$ cat src/rtl/word_shifter.sv
module word_shifter #(
  parameter int W  = 16,
  parameter int FW = 3
) (
  input  logic          clk,
  input  logic          rst_n,
  input  logic          in_valid,
  input  logic [FW+1:0] op,
  input  logic [W-1:0]  data,
  input  logic [W-1:0]  count,
  output logic [W-1:0]  result,
  output logic          done
);
  localparam int SW = $clog2(W);
  localparam logic [W:0] LIMIT = (W+1)'(W);

  logic          fixed_mode, dir_right, neg, big, legal, go_right;
  logic [FW-1:0] fix_amt;
  logic [W:0]    mag;
  logic [SW-1:0] amt;
  logic [W-1:0]  shifted, next_val;

  assign fixed_mode = op[FW+1];
  assign dir_right  = op[FW];
  assign fix_amt    = op[FW-1:0];

  assign neg = count[W-1];
  assign mag = neg ? ({1'b0, ~count} + 1'b1) : {1'b0, count};
  assign big = !fixed_mode && (mag >= LIMIT);

  assign go_right = fixed_mode ? dir_right : (dir_right ^ neg);
  assign amt      = fixed_mode ? SW'(fix_amt) : mag[SW-1:0];

  assign legal = !fixed_mode ||
                 ((fix_amt != '0) && !(dir_right && (fix_amt == '1)));

  assign shifted  = go_right ? (data >> amt) : (data << amt);
  assign next_val = big ? '0 : shifted;

  always_ff @(posedge clk or negedge rst_n) begin
    if (!rst_n) begin
      result <= '0;
      done   <= 1'b0;
    end else begin
      done <= in_valid && legal;
      if (in_valid && legal)
        result <= next_val;
    end
  end

  AST_RESET_CLEAR: assert property (@(posedge clk)
    !rst_n |-> (result == '0 && !done));

  AST_IDLE_HOLD: assert property (@(posedge clk) disable iff (!rst_n)
    !in_valid |=> (!done && $stable(result)));

  AST_VAR_DONE: assert property (@(posedge clk) disable iff (!rst_n)
    (in_valid && !op[FW+1]) |=> done);

  AST_REJECT_HOLD: assert property (@(posedge clk) disable iff (!rst_n)
    (in_valid && op[FW+1] && (op[FW-1:0] == '0 || (op[FW] && op[FW-1:0] == '1)))
      |=> (!done && $stable(result)));

  AST_RANGE_ZERO: assert property (@(posedge clk) disable iff (!rst_n)
    (in_valid && !op[FW+1] && ($signed(count) >= W || $signed(count) <= -W))
      |=> (result == '0));

  AST_ZERO_PASS: assert property (@(posedge clk) disable iff (!rst_n)
    (in_valid && !op[FW+1] && count == '0) |=> (result == $past(data)));
endmodule

$ cat config.mk
export PLATFORM = sky130hd
export DESIGN_NAME = word_shifter
export DESIGN_NICKNAME = d
export VERILOG_FILES = /design/src/rtl/word_shifter.sv
export SDC_FILE = /design/constraint.sdc
export NUM_CORES = 1
export LEC_CHECK = 0
export CORE_MARGIN = 2
export CORE_UTILIZATION = 47
export CTS_CLUSTER_SIZE = 40
export DETAILED_ROUTE_END_ITERATION = 6
export HOLD_SLACK_MARGIN = 0.06
export PLACE_DENSITY_LB_ADDON = 0.1
export SYNTH_ARGS = -nofsm -noshare
export SYNTH_HDL_FRONTEND = slang
export SYNTH_SLANG_ARGS = --single-unit
$ cat constraint.sdc
create_clock -name clk -period 0.8 [get_ports clk]
set_input_delay 0.12 -clock clk [delete_from_list [all_inputs] [get_ports clk]]
set_output_delay 0.12 -clock clk [all_outputs]
set_load 0.05 [all_outputs]
==> results of run 1 <==
-- kinds of logic after synthesis --
logic type,count (synthesis)
compound gates,93
xor+xnor,3
fa+ha+maj,1
buf+inv,33
flops,17
mux,56
simple gates,138
-- through the flow --
step,util,instances,instance area (um^2),hold WS (ps),setup slack [ps]
CTS,0.935,600,5050,222,-1160
detailed placement,0.828,568,4480,476,-2000
floorplan,-,341,2780,-176,-1110
global placement,0.828,568,4480,469,-1910
-- routing by layer --
layer	GRT overflow	track usage
met2	281	1.22
met5	0	0.373
met4	225	1.30
met3	4	0.715
met1	2	0.912
-- what timing repair did --
item | 4_1_cts
setup buffers | 26
hold buffers | 0
cloned | 2
pin swaps | 40
setup endpoints to repair | 34
gates resized for setup | 120
==> metrics.yaml, run 1 <==
status: "aborted with a tool error"
failed_stage: "global routing"
tool.error: "[ERROR GRT-0232] Routing congestion too high. Check the congestion heatmap in the GUI."
synth_top_area_share: 0.178
async_flop_share: 1.00
muxShareOfSynthArea: 0.239
synth_top_family_by_area: "compound AO/OA/AOI/OAI gates"
grt.overflow.total: 512
synth.area.top_cells: "mux2i_1, dfrtp_1, nand2_1, nor2_1, a21oi_1"
grt_use_total: 0.998
synth_fp_nets: 382
yosys.area_share.simple: 0.256
synth_edf_count: 0
htreeDepth: 1
ys_warn_count: 0
postSynthCellCount: 341
ys_seq_elements: 17
cts_root_buf: "clkbuf_8"
io_pins: 57
initial_utilization: 0.479
synth_cell_types: 64
clockBufferDepth: 2
clock-sinks: 17
synth.most_common_cell: "nand2_1"
endpoint_type: "register input"
finalWeightedCongestion: 0.945
crit_endpoint: "result[8]$_DFFE_PN0P_/D"
numPortBuffers: 56
avgSynthCellArea_um2: 7.60
synthAdderAreaFrac: 0.00483
grt_max_degree: 18
cts-buffers-inserted: 3
synth_compound_area_frac: 0.272
synth_xor_area_frac: 0.0101
synth_area_mm2: 0.00259
yosys.area.top_type: "mux2i_1"
ys.flop_type: "dfrtp_1"
yosysSeqAreaShare: 0.164
num_rows: 27
die-width_um: 78.2
die_h_um: 78.2
post-dp-hpwl_um: 9000
synth_common_cells: "nand2_1, mux2i_1, nor2_1"
==> inputs of run 2 (changes only) <==
==> config.mk (replaced) <==
export PLATFORM = sky130hd
export DESIGN_NAME = word_shifter
export DESIGN_NICKNAME = d
export VERILOG_FILES = /design/src/rtl/word_shifter.sv
export SDC_FILE = /design/constraint.sdc
export NUM_CORES = 1
export LEC_CHECK = 0
export CORE_MARGIN = 2
export CORE_UTILIZATION = 40
export DETAILED_ROUTE_END_ITERATION = 6
export PLACE_DENSITY_LB_ADDON = 0.15
export SYNTH_ARGS = -nofsm -noshare
export SYNTH_HDL_FRONTEND = slang
export SYNTH_SLANG_ARGS = --single-unit
==> constraint.sdc (replaced) <==
create_clock -name clk -period 1 [get_ports clk]
set_input_delay 0.15 -clock clk [delete_from_list [all_inputs] [get_ports clk]]
set_output_delay 0.15 -clock clk [all_outputs]
set_load 0.05 [all_outputs]
==> run 2 against run 1 <==
  * The flow now finishes, with violations (negative setup slack)
  * Area after synthesis is the same
  * Synthesized cell count stayed put
==> metrics.yaml, run 2 <==
status: "complete, but fails checks"  # was aborted with a tool error
failed_checks: "negative setup slack"
vdd_drop_max_uv: 975
yosysSeqAreaShare: 0.164  # unchanged
grt_max_degree: 18
place_area_mm2: 0.00437  # was 0.00448 mm^2
drt_iter0_markers: 430
die-width_um: 84.5  # was 78.2 um
layout-drive-gt1-share: 0.531
fmax_ghz: 0.495
yosys.area_share.simple: 0.256  # unchanged
maxSlewViolCount: 0
top_regs: "result (16), done (1)"
netSwitchingPower_w: 0.00229
synth_fp_nets: 382  # unchanged
grt_pass1_wl_um: 18700
fin_util: 0.832
async_flop_share: 1.00  # unchanged
top_register: "result"
insertion_delay_ps: 260
cts_root_buf: "clkbuf_8"  # unchanged
ys_warn_count: 0  # unchanged
setup_slack_ps: -1020
synth_common_cells: "nand2_1, mux2i_1, nor2_1"  # unchanged
ys_seq_elements: 17  # unchanged
drc: 0
worst-slew-pin-transition_ps: 390
antenna_found_initial: 0
ant_nets: 0
finalWeightedCongestion: 0.949  # was 0.945
p_int_w: 0.00298
layout_commonest_cell: "buf_4"
relSlewSlack: 0.733
yosys.area.top_type: "mux2i_1"  # unchanged
grt_use_total: 0.325
routed_via_density: 6.24
drt-total-wl_um: 12600
clockBufferDepth: 2  # unchanged
synth_compound_area_frac: 0.272  # unchanged
synthAdderAreaFrac: 0.00483  # unchanged
antenna_cells: 0
postSynthCellCount: 341  # unchanged
num_rows: 29  # was 27
synth_xor_area_frac: 0.0101  # unchanged
p_seq_frac: 0.168
avgSynthCellArea_um2: 7.60  # unchanged
clock-sinks: 17  # unchanged
skew_ps: 0
cts-buffers-inserted: 3  # unchanged
coreArea_mm2: 0.00631
grt.overflow.total: 0
startpoint_type: "primary input"
power_w: 0.00527
synth_cell_types: 64  # unchanged
critPathKind: "in -> reg"
powerDensity_mw_per_mm2: 1000
vias: 3759
swShare: 0.435
endpoint_kind: "flip-flop"
htreeDepth: 1  # unchanged
final_nets: 567
crit_fanout: 7
design_area_mm2: 0.00525
pwr-share-comb: 0.730
cts_tree: "built"
synth.most_common_cell: "nand2_1"  # unchanged
synth_top_family_by_area: "compound AO/OA/AOI/OAI gates"  # unchanged
io_pins: 57  # unchanged
synth_top_area_share: 0.178  # unchanged
hold_viol_final: 0
hold_class: "in -> async"
rsz0062_at_grt: "yes"
numPortBuffers: 56  # unchanged
initial_utilization: 0.410  # was 0.479
grt_pass1_vias: 3631
layout_common_cells: "buf_4, nand2_1, mux2i_1"
ys.flop_type: "dfrtp_1"  # unchanged
wl_per_cell_um: 20.9
min_period_ps: 2020
setup_viol: 19
critPathArrivalTime_ps: 2190
synth.area.top_cells: "mux2i_1, dfrtp_1, nand2_1, nor2_1, a21oi_1"  # unchanged
power_frac_clock: 0.102
clk_pin_slew_ps: 70
largest_reg_flops: 16
drtPass1Iterations: 6
post-route-period-util: 2.02
post-dp-hpwl_um: 8030  # was 9000 um
place_ws_ps: -1840  # was -2000 ps
area_delta_synth_final_pct: 103
muxShareOfSynthArea: 0.239  # unchanged
required_ps: 1170
die_area_mm2: 0.00713
die_h_um: 84.5  # was 78.2 um
drv_cap: 0
ctsHoldBuffers: 0  # unchanged
p_leak_nw: 2.28
synth_edf_count: 0  # unchanged
synth_area_mm2: 0.00259  # unchanged
-- run 2: area by class of cell --
type / count / area, um^2
clock inverters: 1 / 5.00
clock buffers: 3 / 41.3
repair buffers: 205 / 2090
flip-flops and latches: 17 / 425
well taps: 77 / 96.3
fillers: 375 / 1060
multi-input cells: 291 / 2550
inverters: 8 / 47.5
-- run 2: worst paths after layout --
check	startpoint	to	slack, ps	depth (start not counted)
hold reg to reg	result[6]$_DFFE_PN0P_	result[6]$_DFFE_PN0P_	560	2
setup reg to reg	result[2]$_DFFE_PN0P_	result[2]$_DFFE_PN0P_	140	2
hold / removal	rst_n	result[4]$_DFFE_PN0P_	230	2
max in group asynchronous	rst_n	result[8]$_DFFE_PN0P_	650	2
setup / recovery	count[0]	result[10]$_DFFE_PN0P_	-1020	9
min in group clk	result[6]$_DFFE_PN0P_	result[6]$_DFFE_PN0P_	560	2
-- run 2: power by group through the flow --
stage / logic [W] / clock network (W) / registers (W)
6_report: 0.00385 / 0.000537 / 0.000886
5_1_grt: 0.00400 / 0.000582 / 0.000895
4_1_cts: 0.00343 / 0.000554 / 0.000885
3_5_place_dp: 0.00303 / 0 / 0.000900
3_3_place_gp: 0.00302 / 0 / 0.000892
2_1_floorplan: 0.00123 / 0 / 0.00116
-- run 2: repair_timing --
action                                  4_1_cts  5_1_grt
resized for setup                           122       51
pin swaps                                    47       34
setup buffers                                20       12
gates cloned                                  4        1
endpoints found under the setup margin       20       32
-- run 2: logic make-up (layout without fill, tap and decap cells) --
group	Yosys count	after routing
flops	17	17
simple gates	138	138
compound gates	93	93
fa+ha+maj	1	1
buf+inv	33	217
mux	56	56
xor+xnor	3	3
-- run 2: metal layers --
metal | vias up | share of wire | global-route usage
met5 | - | 0 | 0
met4 | 0 | 0.070 | 0.159
met3 | 75 | 0.077 | 0.0472
met2 | 253 | 0.48 | 0.554
met1 | 1768 | 0.37 | 0.402
li1 | 1663 | - | -
-- run 2: worst max-delay path, stage by stage --
cell and delay [ps]:
buf_8 100, buf_6 120, or4_4 580, nor3_4 150, mux2i_1 100, o31ai_2 280
o2111ai_4 190, o21a_4 290, o31ai_2 220
-- run 2: stage by stage --
stage	instances	hold WS [ps]	setup TNS, ps
CTS	590	227	-14320
global placement	562	501	-28470
global route	602	251	-16460
floorplan	341	-146	-13820
detailed placement	562	509	-28950
finish	602	227	-15350
No activity file was read; power rests on OpenSTA's default activity.
==> inputs of run 3 (changes only) <==
--- a/config.mk
+++ b/config.mk
@@ -5,10 +5,12 @@
 export SDC_FILE = /design/constraint.sdc
 export NUM_CORES = 1
 export LEC_CHECK = 0
+export ABC_CLOCK_PERIOD_IN_PS = 1000
 export CORE_MARGIN = 2
 export CORE_UTILIZATION = 40
 export DETAILED_ROUTE_END_ITERATION = 6
 export PLACE_DENSITY_LB_ADDON = 0.15
+export SKIP_LAST_GASP = 1
 export SYNTH_ARGS = -nofsm -noshare
 export SYNTH_HDL_FRONTEND = slang
 export SYNTH_SLANG_ARGS = --single-unit
==> run 3 against run 2 <==
  * The run still ends with negative setup slack left
  * Critical path depth rose by 3
  * Count of clock-buffer cells in the layout did not move
  * Cell count rose by 0.33%
  * Via count fell by 1.7%
  * Sequential share of layout area rose by 0.13 points
==> metrics.yaml, run 3 (synthesized netlist as in run 2, its figures left out) <==
status: "complete, but fails checks"  # unchanged
failed_checks: "negative setup slack"  # unchanged
hold_class: "in -> async"  # unchanged
setup_slack_ps: -1020  # about the same
routed_via_density: 6.12  # was 6.24
maxSlewViolCount: 0  # unchanged
relSlewSlack: 0.723  # was 0.733
critPathArrivalTime_ps: 2160  # was 2190 ps
clockBufferDepth: 2  # unchanged
worst-slew-pin-transition_ps: 415  # was 390 ps
numPortBuffers: 56  # unchanged
cts_root_buf: "clkbuf_8"  # unchanged
grt_pass1_wl_um: 18000  # was 18700 um
p_leak_nw: 2.27  # was 2.28 nW
drt-total-wl_um: 12200  # was 12600 um
die_area_mm2: 0.00713  # unchanged
area_delta_synth_final_pct: 99.7  # was 103%
drtPass1Iterations: 5  # was 6
num_rows: 29  # unchanged
fillers: 393  # was 375
hold_viol_final: 0  # unchanged
final_nets: 569  # was 567
crit_fanout: 5  # was 7
post-dp-hpwl_um: 8030  # unchanged
holdWs_ps: 227  # about the same
antenna_found_initial: 0  # unchanged
cts_tree: "built"  # unchanged
post-route-period-util: 2.02  # about the same
grt_max_degree: 18  # unchanged
design_area_mm2: 0.00517  # was 0.00525 mm^2
initial_utilization: 0.410  # unchanged
critPathKind: "in -> reg"  # unchanged
netSwitchingPower_w: 0.00224  # was 0.00229 W
layout_commonest_cell: "buf_4"  # unchanged
powerDensity_mw_per_mm2: 1000  # about the same
cts-buffers-inserted: 3  # unchanged
min_period_ps: 2020  # about the same
largest_reg_flops: 16  # unchanged
fmax_ghz: 0.496  # was 0.495 GHz
wl_per_cell_um: 20.2  # was 20.9 um
required_ps: 1140  # was 1170 ps
regArea_um2: 425  # unchanged
layout_common_cells: "buf_4, nand2_1, mux2i_1"  # unchanged
vdd_drop_max_uv: 990  # was 975 uV
endpoint_kind: "flip-flop"  # unchanged
insertion_delay_ps: 260  # about the same
grt_use_total: 0.311  # was 0.325
coreArea_mm2: 0.00631  # unchanged
grt_pass1_vias: 3526  # was 3631
clock-sinks: 17  # unchanged
p_int_w: 0.00293  # was 0.00298 W
pwr-share-comb: 0.725  # was 0.730
clk_pin_slew_ps: 70  # about the same
vias: 3694  # was 3759
grt.overflow.total: 0  # unchanged
die_h_um: 84.5  # unchanged
p_seq_frac: 0.171  # was 0.168
skew_ps: 0  # unchanged
drc: 0  # unchanged
drv_cap: 0  # unchanged
place_area_mm2: 0.00437  # unchanged
top_register: "result"  # unchanged
swShare: 0.433  # was 0.435
multi_input_area_mm2: 0.00251  # was 0.00255 mm^2
layout-drive-gt1-share: 0.522  # was 0.531
startpoint_type: "primary input"  # unchanged
power_frac_clock: 0.104  # was 0.102
io_pins: 57  # unchanged
htreeDepth: 1  # unchanged
rsz0062_at_grt: "yes"  # unchanged
die-width_um: 84.5  # unchanged
top_regs: "result (16), done (1)"  # unchanged
setup_viol: 20  # was 19
fin_util: 0.819  # was 0.832
drt_iter0_markers: 468  # was 430
ant_nets: 0  # unchanged
finalWeightedCongestion: 0.949  # unchanged
antenna_cells: 0  # unchanged
run 3: cell types whose count changed in the layout (fill, tap and decap cells not counted), moves of 2 or more:
cell	before	now
buf_6	16	20
a21oi_1	12	15
a21oi_2	8	5
buf_8	5	2
buf_16	3	1
buf_2	4	6
mux2i_1	28	30
mux2i_4	8	6
run 3: worst max-delay path: stages:
cell       delay (ps)
buf_8             110
inv_4              50
ha_4              180
mux2_4            290
o21ai_4           240
buf_8             160
buf_2             180
buf_4             160
nor3_2             60
a2111oi_4         340
buf_4             180
o31ai_4            60
run 3: per-stage QoR:
step	setup slack, ps	TNS [ps]	total power, W	instances
floorplan	-942	-13820	0.00240	341
global placement	-1830	-28470	0.00391	562
detailed placement	-1840	-28950	0.00393	562
CTS	-1020	-14470	0.00485	590
global route	-1090	-16440	0.00538	604
finish	-1020	-15310	0.00517	604
run 3: path summary, 6_finish.rpt:
path | start | to | slack (ps) | cells after the start
max in group asynchronous | rst_n | result[15]$_DFFE_PN0P_ | 650 | 2
hold reg to reg | result[6]$_DFFE_PN0P_ | result[6]$_DFFE_PN0P_ | 560 | 2
setup / recovery | count[0] | result[8]$_DFFE_PN0P_ | -1020 | 12
min in group clk | result[6]$_DFFE_PN0P_ | result[6]$_DFFE_PN0P_ | 560 | 2
setup reg to reg | result[2]$_DFFE_PN0P_ | result[2]$_DFFE_PN0P_ | 140 | 2
hold / removal | rst_n | result[4]$_DFFE_PN0P_ | 230 | 2
run 3: routing by layer:
layer / global-route usage / vias to the layer above / part of all wire
met2: 0.531 / 203 / 0.48
li1: - / 1666 / -
met4: 0.124 / 0 / 0.056
met5: 0 / - / 0
met3: 0.0295 / 57 / 0.067
met1: 0.406 / 1768 / 0.39
run 3: what timing repair did:
item / in CTS / in global routing
hold buffers: 0 / 0
setup buffers: 20 / 18
cloned: 4 / 0
setup endpoints to repair: 20 / 32
pin swaps: 46 / 30
gates resized for setup: 117 / 45
run 3: power groups by stage:
stage / clock [W] / combinational [W] / sequential (W)
2_1_floorplan: 0 / 0.00123 / 0.00116
3_3_place_gp: 0 / 0.00302 / 0.000892
3_5_place_dp: 0 / 0.00303 / 0.000900
4_1_cts: 0.000554 / 0.00341 / 0.000885
5_1_grt: 0.000583 / 0.00391 / 0.000895
6_report: 0.000538 / 0.00375 / 0.000886
run 3: layout make-up:
| class | instances | share of cell area |
|---|---|---|
| Timing Repair Buffer | 207 | 0.395 |
| Clock buffer | 3 | 0.00798 |
| Tap cell | 77 | 0.0186 |
| Sequential cell | 17 | 0.0823 |
| Clock inverter | 1 | 0.000968 |
| Multi-Input combinational cell | 291 | 0.486 |
| Inverter | 8 | 0.00919 |
==> inputs of run 4 (changes only) <==
--- a/config.mk
+++ b/config.mk
@@ -10,6 +10,7 @@
 export CORE_UTILIZATION = 40
 export DETAILED_ROUTE_END_ITERATION = 6
 export PLACE_DENSITY_LB_ADDON = 0.15
+export SETUP_SLACK_MARGIN = 0.5
 export SKIP_LAST_GASP = 1
 export SYNTH_ARGS = -nofsm -noshare
 export SYNTH_HDL_FRONTEND = slang
==> run 4 against run 3 <==
  * The flow still finishes with violations (negative setup slack)
  * Routed wire length shrank 3.4%
  * Cell area rose by 0.70%
  * Sequential share of layout area grew 0.30 points
  * Count of clock-buffer cells in the layout grew 1
  * Combinational power is essentially flat
  * Flip-flop and latch count unchanged
==> metrics.yaml, run 4 (synthesized netlist as in run 2, its figures left out) <==
drv_cap: 0  # unchanged
finalWeightedCongestion: 0.950  # was 0.949
drtPass1Iterations: 6  # was 5
ctsHoldBuffers: 0  # unchanged
vias: 3646  # was 3694
cts_tree: "built"  # unchanged
fin_cells: 590  # was 604
clockBufferDepth: 2  # unchanged
fmax_ghz: 0.500  # was 0.496 GHz
pwr-share-comb: 0.725  # about the same
antenna_found_initial: 0  # unchanged
hold_class: "in -> async"  # unchanged
critPathArrivalTime_ps: 2170  # was 2160 ps
fillers: 390  # was 393
required_ps: 1170  # was 1140 ps
setup_viol: 17  # was 20
grt_pass1_wl_um: 18100  # was 18000 um
hold_viol_final: 0  # unchanged
coreArea_mm2: 0.00631  # unchanged
top_register: "result"  # unchanged
io_pins: 57  # unchanged
largest_reg_flops: 16  # unchanged
clk_pin_slew_ps: 70  # about the same
routed_via_density: 6.18  # was 6.12
grt_max_degree: 21  # was 18
netSwitchingPower_w: 0.00217  # was 0.00224 W
die_h_um: 84.5  # unchanged
clock-sinks: 17  # unchanged
die_area_mm2: 0.00713  # unchanged
grt_use_total: 0.317  # was 0.311
post-dp-hpwl_um: 7950  # was 8030 um
antenna_cells: 0  # unchanged
p_int_w: 0.00296  # was 0.00293 W
cts-buffers-inserted: 3  # unchanged
wl_per_cell_um: 20.0  # was 20.2 um
setup_slack_ps: -999  # was -1020 ps
critPathKind: "in -> reg"  # unchanged
drt_iter0_markers: 272  # was 468
r2r_cells: 1  # was 2
skew_ps: 0  # unchanged
rsz0062_at_grt: "yes"  # unchanged
failed_checks: "negative setup slack"  # unchanged
relSlewSlack: 0.735  # was 0.723
post-route-period-util: 2.00  # was 2.02
powerDensity_mw_per_mm2: 984  # was 1000 mW/mm^2
num_rows: 29  # unchanged
htreeDepth: 1  # unchanged
drc: 0  # unchanged
swShare: 0.423  # was 0.433
crit_fanout: 7  # was 5
status: "complete, but fails checks"  # unchanged
layout-drive-gt1-share: 0.544  # was 0.522
endpoint_kind: "flip-flop"  # unchanged
grt.overflow.total: 0  # unchanged
die-width_um: 84.5  # unchanged
min_period_ps: 2000  # was 2020 ps
place_ws_ps: -1800  # was -1840 ps
ant_nets: 0  # unchanged
power_frac_clock: 0.100  # was 0.104
maxSlewViolCount: 0  # unchanged
insertion_delay_ps: 250  # was 260 ps
vdd_drop_max_uv: 1010  # was 990 uV
p_seq_frac: 0.175  # was 0.171
grt_pass1_vias: 3611  # was 3526
cts_root_buf: "clkbuf_8"  # unchanged
holdWs_ps: 237  # was 227 ps
p_leak_nw: 2.20  # was 2.27 nW
drt-total-wl_um: 11800  # was 12200 um
final_nets: 555  # was 569
layout_commonest_cell: "buf_4"  # unchanged
startpoint_type: "primary input"  # unchanged
dp_cells: 558  # was 562
initial_utilization: 0.410  # unchanged
fin_util: 0.825  # was 0.819
area_delta_synth_final_pct: 101  # was 99.7%
layout_common_cells: "buf_4, nand2_1, buf_6"  # was buf_4, nand2_1, mux2i_1
top_regs: "result (16), done (1)"  # unchanged
worst-slew-pin-transition_ps: 397  # was 415 ps
numPortBuffers: 56  # unchanged
## run 4: changes by cell type in the layout (fill, tap and decap cells not counted), moves of 5 or more
cell and delta:
dfrtp_1 -15, buf_6 +5, mux2i_1 -8, buf_4 -19, dfrtp_2 +15, mux2i_4 +7
## run 4: worst max-delay path, stage by stage
cell       delay, ps
buf_6             90
or4_4            580
buf_12           160
nor2_4            80
o31ai_2           90
a2111oi_4        310
o2111ai_2        200
o21a_4           290
o31ai_2          210
## run 4: layout make-up
class,count,area (um^2),share of cell area
multi-input cells,291,2560,0.492
repair buffers,193,2020,0.387
flip-flops and latches,17,444,0.0853
well taps,77,96.3,0.0185
clock buffers,4,45.0,0.00865
inverters,8,45.0,0.00865
## run 4: final timing paths
path                                        from                      to  slack [ps]
min reg2reg                result[4]$_DFFE_PN0P_   result[4]$_DFFE_PN0P_         530
min in group clk           result[4]$_DFFE_PN0P_   result[4]$_DFFE_PN0P_         530
min                                        rst_n  result[10]$_DFFE_PN0P_         240
max reg2reg                result[2]$_DFFE_PN0P_   result[2]$_DFFE_PN0P_         240
max in group asynchronous                  rst_n  result[15]$_DFFE_PN0P_         630
max                                     count[5]   result[9]$_DFFE_PN0P_       -1000
## run 4: timing repair
| action | CTS | global route |
|---|---|---|
| gates cloned | 4 | 1 |
| pin swaps | 36 | 25 |
| hold endpoints to repair | 0 | 0 |
| resized for setup | 138 | 40 |
| setup endpoints to repair | 34 | 34 |
| setup buffers | 20 | 3 |
## run 4: routing by layer
layer | track usage | wire [um] | vias to the layer above
li1 | - | - | 1643
met1 | 0.389 | 4300 | 1733
met2 | 0.568 | 6080 | 213
met3 | 0.0462 | 848 | 57
met4 | 0.105 | 555 | 0
met5 | 0 | 0 | -
## run 4: power by group through the flow
stage / clock (W) / combinational, W / sequential (W)
6_report: 0.000513 / 0.00372 / 0.000896
3_5_place_dp: 0 / 0.00298 / 0.000910
5_1_grt: 0.000546 / 0.00388 / 0.000906
3_3_place_gp: 0 / 0.00296 / 0.000906
2_1_floorplan: 0 / 0.00123 / 0.00118
4_1_cts: 0.000525 / 0.00343 / 0.000896
## run 4: metrics by stage
stage	setup TNS, ps	total power (W)	instance area [um^2]
after floorplan	-13860	0.00242	2790
after global placement	-28260	0.00386	4330
after detailed placement	-28650	0.00389	4330
after CTS	-15630	0.00485	4980
after global routing	-16080	0.00534	5210
final	-14880	0.00513	5210
